$ cat src/rtl/arx_pkg.sv
package arx_pkg;

    // Level indices of the sampling registers
    localparam int NUM_LEVELS = 3;
    localparam int LVL_NULL   = 0;
    localparam int LVL_ZERO   = 1;
    localparam int LVL_ONE    = 2;

    typedef enum logic {
        ST_WAIT_GAP = 1'b0,
        ST_RECV     = 1'b1
    } rx_state_e;

    // Outcome of the pulse classifier on one sample step
    typedef struct packed {
        logic fire;   // a Null run just reached its qualifying length
        logic bad;    // preceding data run was malformed
        logic value;  // bit value when not bad
    } bit_event_t;

    // One-hot level vector indexed by LVL_*; both wires high reads as Null
    function automatic logic [NUM_LEVELS-1:0] decode_line(input logic hi, input logic lo);
        logic [NUM_LEVELS-1:0] v;
        v           = '0;
        v[LVL_ONE]  = hi & ~lo;
        v[LVL_ZERO] = lo & ~hi;
        v[LVL_NULL] = ~(hi ^ lo);
        return v;
    endfunction

endpackage

$ cat src/rtl/arx_tick_gen.sv
module arx_tick_gen #(
    parameter int DIV = 8
) (
    input  logic clk,
    input  logic rst,
    input  logic speed_low,
    output logic tick
);
    localparam int W = (DIV > 1) ? $clog2(DIV) : 1;

    logic [W-1:0] cnt;

    always_ff @(posedge clk) begin
        if (rst) begin
            cnt <= '0;
        end else if (cnt == W'(DIV - 1)) begin
            cnt <= '0;
        end else begin
            cnt <= cnt + 1'b1;
        end
    end

    assign tick = speed_low ? (cnt == W'(DIV - 1)) : 1'b1;

endmodule

$ cat src/rtl/arx_level_sampler.sv
module arx_level_sampler
    import arx_pkg::*;
#(
    parameter int SR_LEN = 10,
    parameter int RUN    = 3
) (
    input  logic       clk,
    input  logic       rst,
    input  logic       tick,
    input  logic       line_hi,
    input  logic       line_lo,
    output logic       step,
    output bit_event_t ev,
    output logic       idle_ok
);
    localparam logic [SR_LEN-1:0] LOW_MASK   = SR_LEN'((1 << RUN) - 1);
    localparam logic [SR_LEN-1:0] HIGH_MASK  = LOW_MASK << (SR_LEN - RUN);
    localparam logic [SR_LEN-1:0] MID_MASK   = ~(LOW_MASK | HIGH_MASK);
    localparam logic [SR_LEN-1:0] FRESH_MASK = SR_LEN'((1 << (RUN + 1)) - 1);
    localparam logic [SR_LEN-1:0] DATA_MASK  = SR_LEN'((1 << (2 * RUN)) - 1);
    localparam logic [SR_LEN-1:0] DATA_VAL   = LOW_MASK << RUN;

    logic [NUM_LEVELS-1:0] lvl_now;
    logic [SR_LEN-1:0]     sr [NUM_LEVELS];
    logic                  upd;

    assign lvl_now = decode_line(line_hi, line_lo);

    // One sampling register per level, newest sample in stage 0
    for (genvar g = 0; g < NUM_LEVELS; g++) begin : g_lvl
        localparam logic [SR_LEN-1:0] RST_VAL = (g == LVL_NULL) ? '1 : '0;
        always_ff @(posedge clk) begin
            if (rst) begin
                sr[g] <= RST_VAL;
            end else if (tick) begin
                sr[g] <= {sr[g][SR_LEN-2:0], lvl_now[g]};
            end
        end
    end

    always_ff @(posedge clk) begin
        if (rst) begin
            upd <= 1'b0;
        end else begin
            upd <= tick;
        end
    end

    logic null_fresh, one_run, zero_run;

    always_comb begin
        null_fresh = ((sr[LVL_NULL] & FRESH_MASK) == LOW_MASK);
        one_run    = ((sr[LVL_ONE]  & DATA_MASK) == DATA_VAL);
        zero_run   = ((sr[LVL_ZERO] & DATA_MASK) == DATA_VAL);
        ev.fire    = upd && null_fresh;
        ev.bad     = !(one_run ^ zero_run);
        ev.value   = one_run;
        idle_ok    = &(sr[LVL_NULL] | MID_MASK);
    end

    assign step = upd;

endmodule

$ cat src/rtl/arx_spacing_check.sv
module arx_spacing_check #(
    parameter int SPACE_MIN = 8,
    parameter int SPACE_MAX = 12
) (
    input  logic clk,
    input  logic rst,
    input  logic step,
    input  logic restart,
    output logic in_window,
    output logic too_late
);
    localparam int SP_W = $clog2(SPACE_MAX + 2);

    logic [SP_W-1:0] sp;
    logic [SP_W-1:0] since;

    // Samples elapsed since the last accepted bit, counting the current one
    assign since     = (sp == '1) ? sp : sp + 1'b1;
    assign in_window = (since >= SP_W'(SPACE_MIN)) && (since <= SP_W'(SPACE_MAX));
    assign too_late  = (since > SP_W'(SPACE_MAX));

    always_ff @(posedge clk) begin
        if (rst) begin
            sp <= '0;
        end else if (restart) begin
            sp <= '0;
        end else if (step) begin
            sp <= since;
        end
    end

endmodule

$ cat src/rtl/arx_gap_timer.sv
module arx_gap_timer #(
    parameter int GAP_TICKS  = 10,
    parameter int GAP_NEEDED = 3
) (
    input  logic clk,
    input  logic rst,
    input  logic step,
    input  logic start,
    input  logic idle_ok,
    output logic arm
);
    localparam int TMR_W = $clog2(GAP_TICKS);
    localparam int CNT_W = $clog2(GAP_NEEDED + 1);

    logic             active;
    logic [TMR_W-1:0] tmr;
    logic [CNT_W-1:0] hits;

    always_ff @(posedge clk) begin
        if (rst) begin
            active <= 1'b1;
            tmr    <= '0;
            hits   <= '0;
            arm    <= 1'b0;
        end else begin
            arm <= 1'b0;
            if (start) begin
                active <= 1'b1;
                tmr    <= '0;
                hits   <= '0;
            end else if (active && step) begin
                if (tmr == TMR_W'(GAP_TICKS - 1)) begin
                    tmr <= '0;
                    if (!idle_ok) begin
                        hits <= '0;
                    end else if (hits == CNT_W'(GAP_NEEDED - 1)) begin
                        hits   <= '0;
                        active <= 1'b0;
                        arm    <= 1'b1;
                    end else begin
                        hits <= hits + 1'b1;
                    end
                end else begin
                    tmr <= tmr + 1'b1;
                end
            end
        end
    end

endmodule

$ cat src/rtl/arx_bit_qualifier.sv
module arx_bit_qualifier
    import arx_pkg::*;
#(
    parameter int WORD_W     = 32,
    parameter int SR_LEN     = 10,
    parameter int RUN        = 3,
    parameter int SPACE_MIN  = 8,
    parameter int SPACE_MAX  = 12,
    parameter int GAP_TICKS  = 10,
    parameter int GAP_NEEDED = 3,
    parameter int LOW_DIV    = 8
) (
    input  logic              clk,
    input  logic              rst,
    input  logic              speed_low,
    input  logic              line_hi,
    input  logic              line_lo,
    output logic              eos,
    output logic [WORD_W-1:0] rx_word
);
    localparam int BC_W = $clog2(WORD_W);

    logic       tick, step, idle_ok, in_window, too_late, gap_arm;
    bit_event_t ev;
    rx_state_e  state;
    logic       in_rx;
    logic [BC_W-1:0]   bit_cnt;
    logic [WORD_W-1:0] shreg;
    logic accept, violation, last_bit, gap_start;

    arx_tick_gen #(.DIV(LOW_DIV)) u_tick (
        .clk(clk), .rst(rst), .speed_low(speed_low), .tick(tick)
    );

    arx_level_sampler #(.SR_LEN(SR_LEN), .RUN(RUN)) u_samp (
        .clk(clk), .rst(rst), .tick(tick), .line_hi(line_hi), .line_lo(line_lo),
        .step(step), .ev(ev), .idle_ok(idle_ok)
    );

    arx_spacing_check #(.SPACE_MIN(SPACE_MIN), .SPACE_MAX(SPACE_MAX)) u_space (
        .clk(clk), .rst(rst), .step(step), .restart(accept),
        .in_window(in_window), .too_late(too_late)
    );

    arx_gap_timer #(.GAP_TICKS(GAP_TICKS), .GAP_NEEDED(GAP_NEEDED)) u_gap (
        .clk(clk), .rst(rst), .step(step), .start(gap_start),
        .idle_ok(idle_ok), .arm(gap_arm)
    );

    assign in_rx = (state == ST_RECV);

    always_comb begin
        accept    = in_rx && ev.fire && !ev.bad && ((bit_cnt == '0) || in_window);
        violation = in_rx && !accept &&
                    (ev.fire || (step && (bit_cnt != '0) && too_late));
        last_bit  = accept && (bit_cnt == BC_W'(WORD_W - 1));
        gap_start = violation || last_bit;
    end

    always_ff @(posedge clk) begin
        if (rst) begin
            state   <= ST_WAIT_GAP;
            bit_cnt <= '0;
            shreg   <= '0;
            eos     <= 1'b0;
            rx_word <= '0;
        end else begin
            eos <= last_bit;
            if (last_bit) begin
                rx_word <= {ev.value, shreg[WORD_W-1:1]};
            end
            if (gap_start) begin
                state   <= ST_WAIT_GAP;
                bit_cnt <= '0;
                shreg   <= '0;
            end else if (accept) begin
                bit_cnt <= bit_cnt + 1'b1;
                shreg   <= {ev.value, shreg[WORD_W-1:1]};
            end else if (!in_rx && gap_arm) begin
                state   <= ST_RECV;
                bit_cnt <= '0;
                shreg   <= '0;
            end
        end
    end

endmodule

$ cat config.mk
export PLATFORM = sky130hd
export DESIGN_NAME = arx_bit_qualifier
export DESIGN_NICKNAME = d
export VERILOG_FILES = /design/src/rtl/arx_pkg.sv /design/src/rtl/arx_tick_gen.sv /design/src/rtl/arx_level_sampler.sv /design/src/rtl/arx_spacing_check.sv /design/src/rtl/arx_gap_timer.sv /design/src/rtl/arx_bit_qualifier.sv
export SDC_FILE = /design/constraint.sdc
export NUM_CORES = 1
export LEC_CHECK = 0
export BUFFER_PORTS_ARGS = -buffer_cell sky130_fd_sc_hd__buf_2
export CORE_ASPECT_RATIO = 0.7
export CORE_MARGIN = 3
export CORE_UTILIZATION = 60
export DETAILED_ROUTE_END_ITERATION = 16
export GPL_TIMING_DRIVEN = 0
export PLACE_DENSITY_LB_ADDON = 0.08
export SLEW_MARGIN = 15
export SYNTH_ARGS = -nofsm -noshare
export SYNTH_HDL_FRONTEND = slang
export SYNTH_SLANG_ARGS = --single-unit
$ cat constraint.sdc
create_clock -name clk -period 4.2 [get_ports clk]
set_clock_uncertainty 0.1 [all_clocks]
set_input_delay 0.21 -clock clk [delete_from_list [all_inputs] [get_ports clk]]
set_output_delay 0.21 -clock clk [all_outputs]
set_load 0.01 [all_outputs]
Yosys cells after proc, flatten, opt, wreduce, memory -nomap -nowiden:

Memories as Yosys holds them, arrays and structs flattened.
Cells that the tools add are included.

* memory bits (writable): 30
* bits in registers: 87
* memories: 1

* add/subtract/negate cells: 5
* reductions and logical operators: 28
* bitwise gates (word level): 14
* muxes and demuxes: 18
* order comparisons: 3
* equal/unequal tests: 8

Memories
* u_samp.sr: words 3, width 10, read ports 3, clocked after memory_dff 0, write ports 3, RTL line arx_level_sampler.sv:24 `logic [SR_LEN-1:0] sr [NUM_LEVELS];`

Operator list (count)
* 32-bit two-way mux: 2
* 10-bit two-way mux: 3
* 6-bit equality test (second input constant): 2
* 1-bit logical AND: 12
* 5-bit two-way mux: 2
* 9-bit AND reduction: 1
* 4-bit by 1-bit adder with 4-bit output (second input constant): 2
* 4-bit equality test (second input constant): 2
* 4-bit two-way mux: 2
* 1-bit two-way mux: 7
* 1-bit inverter: 7
* 6-bit AND reduction: 1
* 2-bit OR reduction: 3
* 5-bit by 1-bit adder with 5-bit output (second input constant): 1
* 5-bit equality test (second input constant): 1
* 5-bit logical NOT: 1
* 5-bit nonzero test: 1
* 5-bit OR reduction: 1
* 4-bit by 3-bit equality test with 1-bit output (second input constant): 1
* 4-bit >= comparator (second input constant): 1
* 4-bit greater-than comparator (second input constant): 1
* 4-bit less-or-equal comparator (second input constant): 1
* 2-bit two-way mux: 2
* 2-bit AND reduction: 2
* other kinds (10): 17

Depth between registers and ports, before layout:

* word-level depth: 11
* mapped depth: 10

Hierarchy:

A second synthesis with hierarchy kept.

* cell total of the unflattened synthesis: 472
* area total of the unflattened synthesis: 4326.6 sq um

By module, submodules not included
* arx_bit_qualifier: sequential area each 1401.3 sq um, area each 2627.5 sq um, instances 1, cells an instance 326
* arx_level_sampler: sequential area each 680.7 sq um, area each 952.2 sq um, instances 1, cells an instance 63
* arx_gap_timer: sequential area each 160.2 sq um, area each 350.3 sq um, instances 1, cells an instance 39
* arx_spacing_check: sequential area each 80.1 sq um, area each 285.3 sq um, instances 1, cells an instance 35
* arx_tick_gen: sequential area each 60.1 sq um, area each 111.4 sq um, instances 1, cells an instance 9

Worst setup path after synthesis:

No wires, ideal clock.

* path type: register -> register
* start: register u_space.sp[0]
* end: register state, in the netlist in_rx
* period minus slack after synthesis: 2.333 ns
* arrival: 2.116 ns
* setup slack: 1.867 ns
* setup time: 0.117 ns
* stages on the path, launching flop included: 9
* cell sequence: dfxtp_1 > ha_1 > nand3_1 > mux2_2 > or3_1 > buf_2 > a32oi_4 > buf_2 > nor2_1

* cells in the longest elaborated chain, start to end: 11
* elaborated cells between the ends (all ways): 19
* classes of those cells: 1 x add/sub; 3 x order compare; 1 x eq/ne; 1 x mux; 1 x bitwise; 12 x reduce/logical

Ends and longest elaborated chain
* start: declaration: RTL line arx_spacing_check.sv:14 `logic [SP_W-1:0] sp;`
* start signal: assignment: RTL line arx_spacing_check.sv:28 `sp <= since;`
* 4-bit by 1-bit adder with 4-bit output / 4-bit equality test (equally long branches): RTL line arx_spacing_check.sv:18 `assign since = (sp == '1) ? sp : sp + 1'b1;`
* 4-bit two-way mux (*): RTL line arx_spacing_check.sv:18
* 4-bit >= comparator / 4-bit less-or-equal comparator (equally long branches): RTL line arx_spacing_check.sv:19 `assign in_window = (since >= SP_W'(SPACE_MIN)) && (since <= SP_W'(SPACE_MAX));`
* 1-bit logical AND: RTL line arx_spacing_check.sv:19
* 1-bit logical OR: RTL line arx_bit_qualifier.sv:53 `accept = in_rx && ev.fire && !ev.bad && ((bit_cnt == '0) || in_window);`
* 1-bit logical AND: RTL line arx_bit_qualifier.sv:53
* 1-bit logical NOT: RTL line arx_bit_qualifier.sv:54 `violation = in_rx && !accept &&`
* 1-bit logical AND (2 in a row): RTL line arx_bit_qualifier.sv:54
* 1-bit logical OR: RTL line arx_bit_qualifier.sv:57 `gap_start = violation || last_bit;`
* 2-bit OR reduction (no source line)
* end signal: assignment: RTL line arx_bit_qualifier.sv:62 `state <= ST_WAIT_GAP;`
* end signal: assignment: RTL line arx_bit_qualifier.sv:73 `state <= ST_WAIT_GAP;`
* end signal: assignment: RTL line arx_bit_qualifier.sv:80 `state <= ST_RECV;`
* end: declaration: RTL line arx_bit_qualifier.sv:25 `rx_state_e state;`

Mark *: on every way between the ends. The rest lies on a longest branch, timed or not.
A chain may end at the register's enable or synchronous reset.

Worst setup path in the final report:

* start: register u_space.sp[0]
* end: register shreg[22]

* cells in the longest elaborated chain, start to end: 11
* elaborated cells between the ends (all ways): 19
* classes of those cells: 1 x add/sub; 3 x order compare; 1 x eq/ne; 2 x mux; 12 x reduce/logical

Ends and longest elaborated chain
* 4-bit by 1-bit adder with 4-bit output / 4-bit equality test (equally long branches): RTL line arx_spacing_check.sv:18
* 4-bit two-way mux (*): RTL line arx_spacing_check.sv:18
* 4-bit >= comparator / 4-bit less-or-equal comparator (equally long branches): RTL line arx_spacing_check.sv:19
* 1-bit logical AND: RTL line arx_spacing_check.sv:19
* 1-bit logical OR: RTL line arx_bit_qualifier.sv:53
* 1-bit logical AND: RTL line arx_bit_qualifier.sv:53
* 1-bit logical NOT: RTL line arx_bit_qualifier.sv:54
* 1-bit logical AND (2 in a row): RTL line arx_bit_qualifier.sv:54
* 1-bit logical OR: RTL line arx_bit_qualifier.sv:57
* 2-bit OR reduction (no source line)
* end signal: assignment: RTL line arx_bit_qualifier.sv:78 `shreg <= {ev.value, shreg[WORD_W-1:1]};`
* end: declaration: RTL line arx_bit_qualifier.sv:28 `logic [WORD_W-1:0] shreg;`

Marked as above.

==> results.cfg <==
[place]
gp_congestion = 0.9168
dp_hpwl_microns = 7816
numPortBuffers = 37

[drt]
vias = 4087
first_pass_iters = 5
drt-total-wl_microns = 11550
route.detailed.drc = 0
routed_via_density = 6.376
wl_per_cell_microns = 18.02
drt_iter0_markers = 559
detail-route-antenna-nets = 0

[layout]
insertedDiodeCount = 0
area_delta_synth_final_pct = 13.31
layout.nets = 551
drive_above_1_share_pct = 19.15

[timing]
setup_viol = 0
slew_headroom_pct = 55.46
fin_setup_tns_ps = 0
min_period_over_period_pct = 66.42
maxSlewViolCount = 0
layout_min_cycle_time_ps = 2790
max_clock_freq_mhz = 358.5
finalHoldViolations = 0
worst_pin_slew_ps = 668.1
rsz0062_at_grt = false

[worst_setup_path]
endpoint_kind = flip-flop
slowest_delay_ps = 460
arrival_ps = 2970
crit_chain = ha_1 -> nand3_1 -> mux2_2 -> nor3_2 -> buf_2 -> clkbuf_1 -> o211ai_1 -> a21oi_1
critPathLaunchType = flip-flop
worstPathRequired_ps = 4380
path_max_fanout = 10
path_class = flip-flop to flip-flop
crit_slowest_cell = dfxtp_1

[logic_synthesis]
synth_seq_cells = 108
synth_common_cells = dfxtp_1 (86), a21oi_1 (72), nand3_1 (40)
yosys-top-cells-area = dfxtp_1 (36%), edfxtp_1 (14%), a21oi_1 (7.4%), o211ai_2 (5.2%), o31ai_1 (5.1%)
synth_top_cell_area_share_pct = 35.56
syn-cell-area_sq_mm = 0.004841
yosys.area.top_type = dfxtp_1
yosys_warnings = 0
synth.distinct_cells = 48
async_flop_share_pct = 0
ys_seq_area_share_pct = 49.21
synth.avg_cell_area_sq_um = 9.879
syn-num-nets = 503
synth.most_common_cell = dfxtp_1
synth_ff_type = dfxtp_1
synth_edf_count = 22
synth_cells = 490

[die]
die_h_microns = 81.15
initial_core_util_pct = 64.14
core-area_sq_mm = 0.007547
pin_count = 38
dieArea_sq_mm = 0.009199
die_w_microns = 113.4
num_rows = 26

[flow_run]
maxCapViolCount = 0

[power]
leakagePower_nw = 1.863
ir_worst_vdd_mv = 0.3927
power_density_mw_per_mm2 = 379.6
power.total_mw = 2.082

[cts]
cts.path.max_buffers = 2
cts_max_level = 3
post_cts_buffers = 0
clock_latency_ps = 350
cts_resized = 0
path_clk_slew_ps = 70
clockRootBuffer = clkbuf_16
cts_buffers = 9
cts_hold_buf = 0
cts_sinks = 108
cts_tree = done

[global_route]
grt_usage_pct = 26.53
grt_max_degree = 23
overflow = 0
antenna_found_initial = 0
grt_pass1_wl_microns = 19380
grt_pass1_vias = 3812

[worst_hold_path]
hold_path_class = input pin to flip-flop

[run_status]
status = complete, no violations
[final timing paths]
path | depth (start not counted) | slack (ps) | end | from
worst max-delay path | 8 | 1410 | shreg[22] | u_space.sp[0]
worst min-delay path | 3 | 140 | u_samp.sr[0][0] | line_lo
worst max register to register | 8 | 1410 | shreg[22] | u_space.sp[0]
worst min register to register | 1 | 330 | u_tick.cnt[0] | u_tick.cnt[0]
[placed cells by master, fill, tap and decap left out, types with 7 or more instances in the layout]
master | netlist | layout
nand3_1 | 40 | 39
buf_2 | 15 | 52
nand4_1 | 34 | 34
clkbuf_16 | 0 | 9
clkbuf_1 | 27 | 28
o211ai_1 | 16 | 16
o211ai_2 | 20 | 20
nand2b_1 | 11 | 11
edfxtp_1 | 22 | 22
nor2_1 | 15 | 15
o31ai_1 | 33 | 33
ha_1 | 8 | 8
dfxtp_1 | 86 | 86
inv_1 | 7 | 7
a21oi_1 | 72 | 72
and2_1 | 14 | 14
[through the flow]
stage / util (%) / setup slack (ps) / area (sq um) / hold WS, ps / std cells
after CTS: 72.61 / 1445 / 5480 / 134.2 / 641
after detailed placement: 68.22 / 1505 / 5149 / 312.5 / 625
after floorplan: - / 1867 / 4841 / 297.7 / 490
after global routing: 72.68 / 1224 / 5485 / 180.0 / 641
final: 72.68 / 1410 / 5485 / 137.4 / 641
after global placement: 68.22 / 1562 / 5149 / 311.5 / 625
[state kept, by name, indices dropped and copies added, names as in the netlist]
| name | count |
|---|---|
| u_gap.tmr | 4 |
| u_samp.sr | 22 |
| eos | 1 |
| u_samp.step | 1 |
| u_gap.active | 1 |
| u_gap.hits | 2 |
| shreg | 31 |
| u_space.sp | 4 |
| rx_word | 32 |
| u_tick.cnt | 3 |
| in_rx | 1 |
| u_gap.arm | 1 |
| bit_cnt | 5 |
[logic make-up (layout without fill, tap and decap cells)]
family	count (synthesis)	in the layout	share of synthesized area (%)
AO/OA/AOI/OAI	158	158	23.42
XOR/XNOR	3	3	0.5429
adder cells (fa/ha/maj)	8	8	2.068
buffers and inverters	59	112	5.971
flip-flops	108	108	49.21
multiplexers	3	3	0.6720
AND/OR/NAND/NOR	151	151	18.12
[final cells by class]
cell class / count / area (sq um)
tap: 98 / 122.6
inverter: 7 / 26.28
buffer: 52 / 262.8
sequential: 108 / 2382
clock inverter: 6 / 102.6
fill: 573 / 2062
multi-input combinational: 323 / 2175
timing repair buffer: 37 / 185.2
clock buffer: 10 / 229.0
[where the power goes]
part,internal (mW),switching [mW]
Combinational,0.0169,0.0372
Clock,0.578,0.371
Sequential,1.07,0.00822
[worst max-delay path, delay by kind of cell (launching register included)]
family	cells	cell delay, ps
buffers and inverters	2	720
DFF	1	460
and+or+nand+nor	2	440
AOI/OAI and AO/OA	2	350
muxes	1	340
adders and majority gates	1	310
[routing by layer]
metal / part of all wire (%) / up-vias / track usage (%) / routed length (microns)
met5: 0 / - / 0 / 0
met4: 1.0 / 0 / 7.203 / 116
met3: 7.4 / 12 / 6.478 / 857
met2: 44 / 166 / 39.95 / 5035
met1: 48 / 1964 / 38.31 / 5542
li1: - / 1945 / - / -
(Power assumes the default switching activity.)
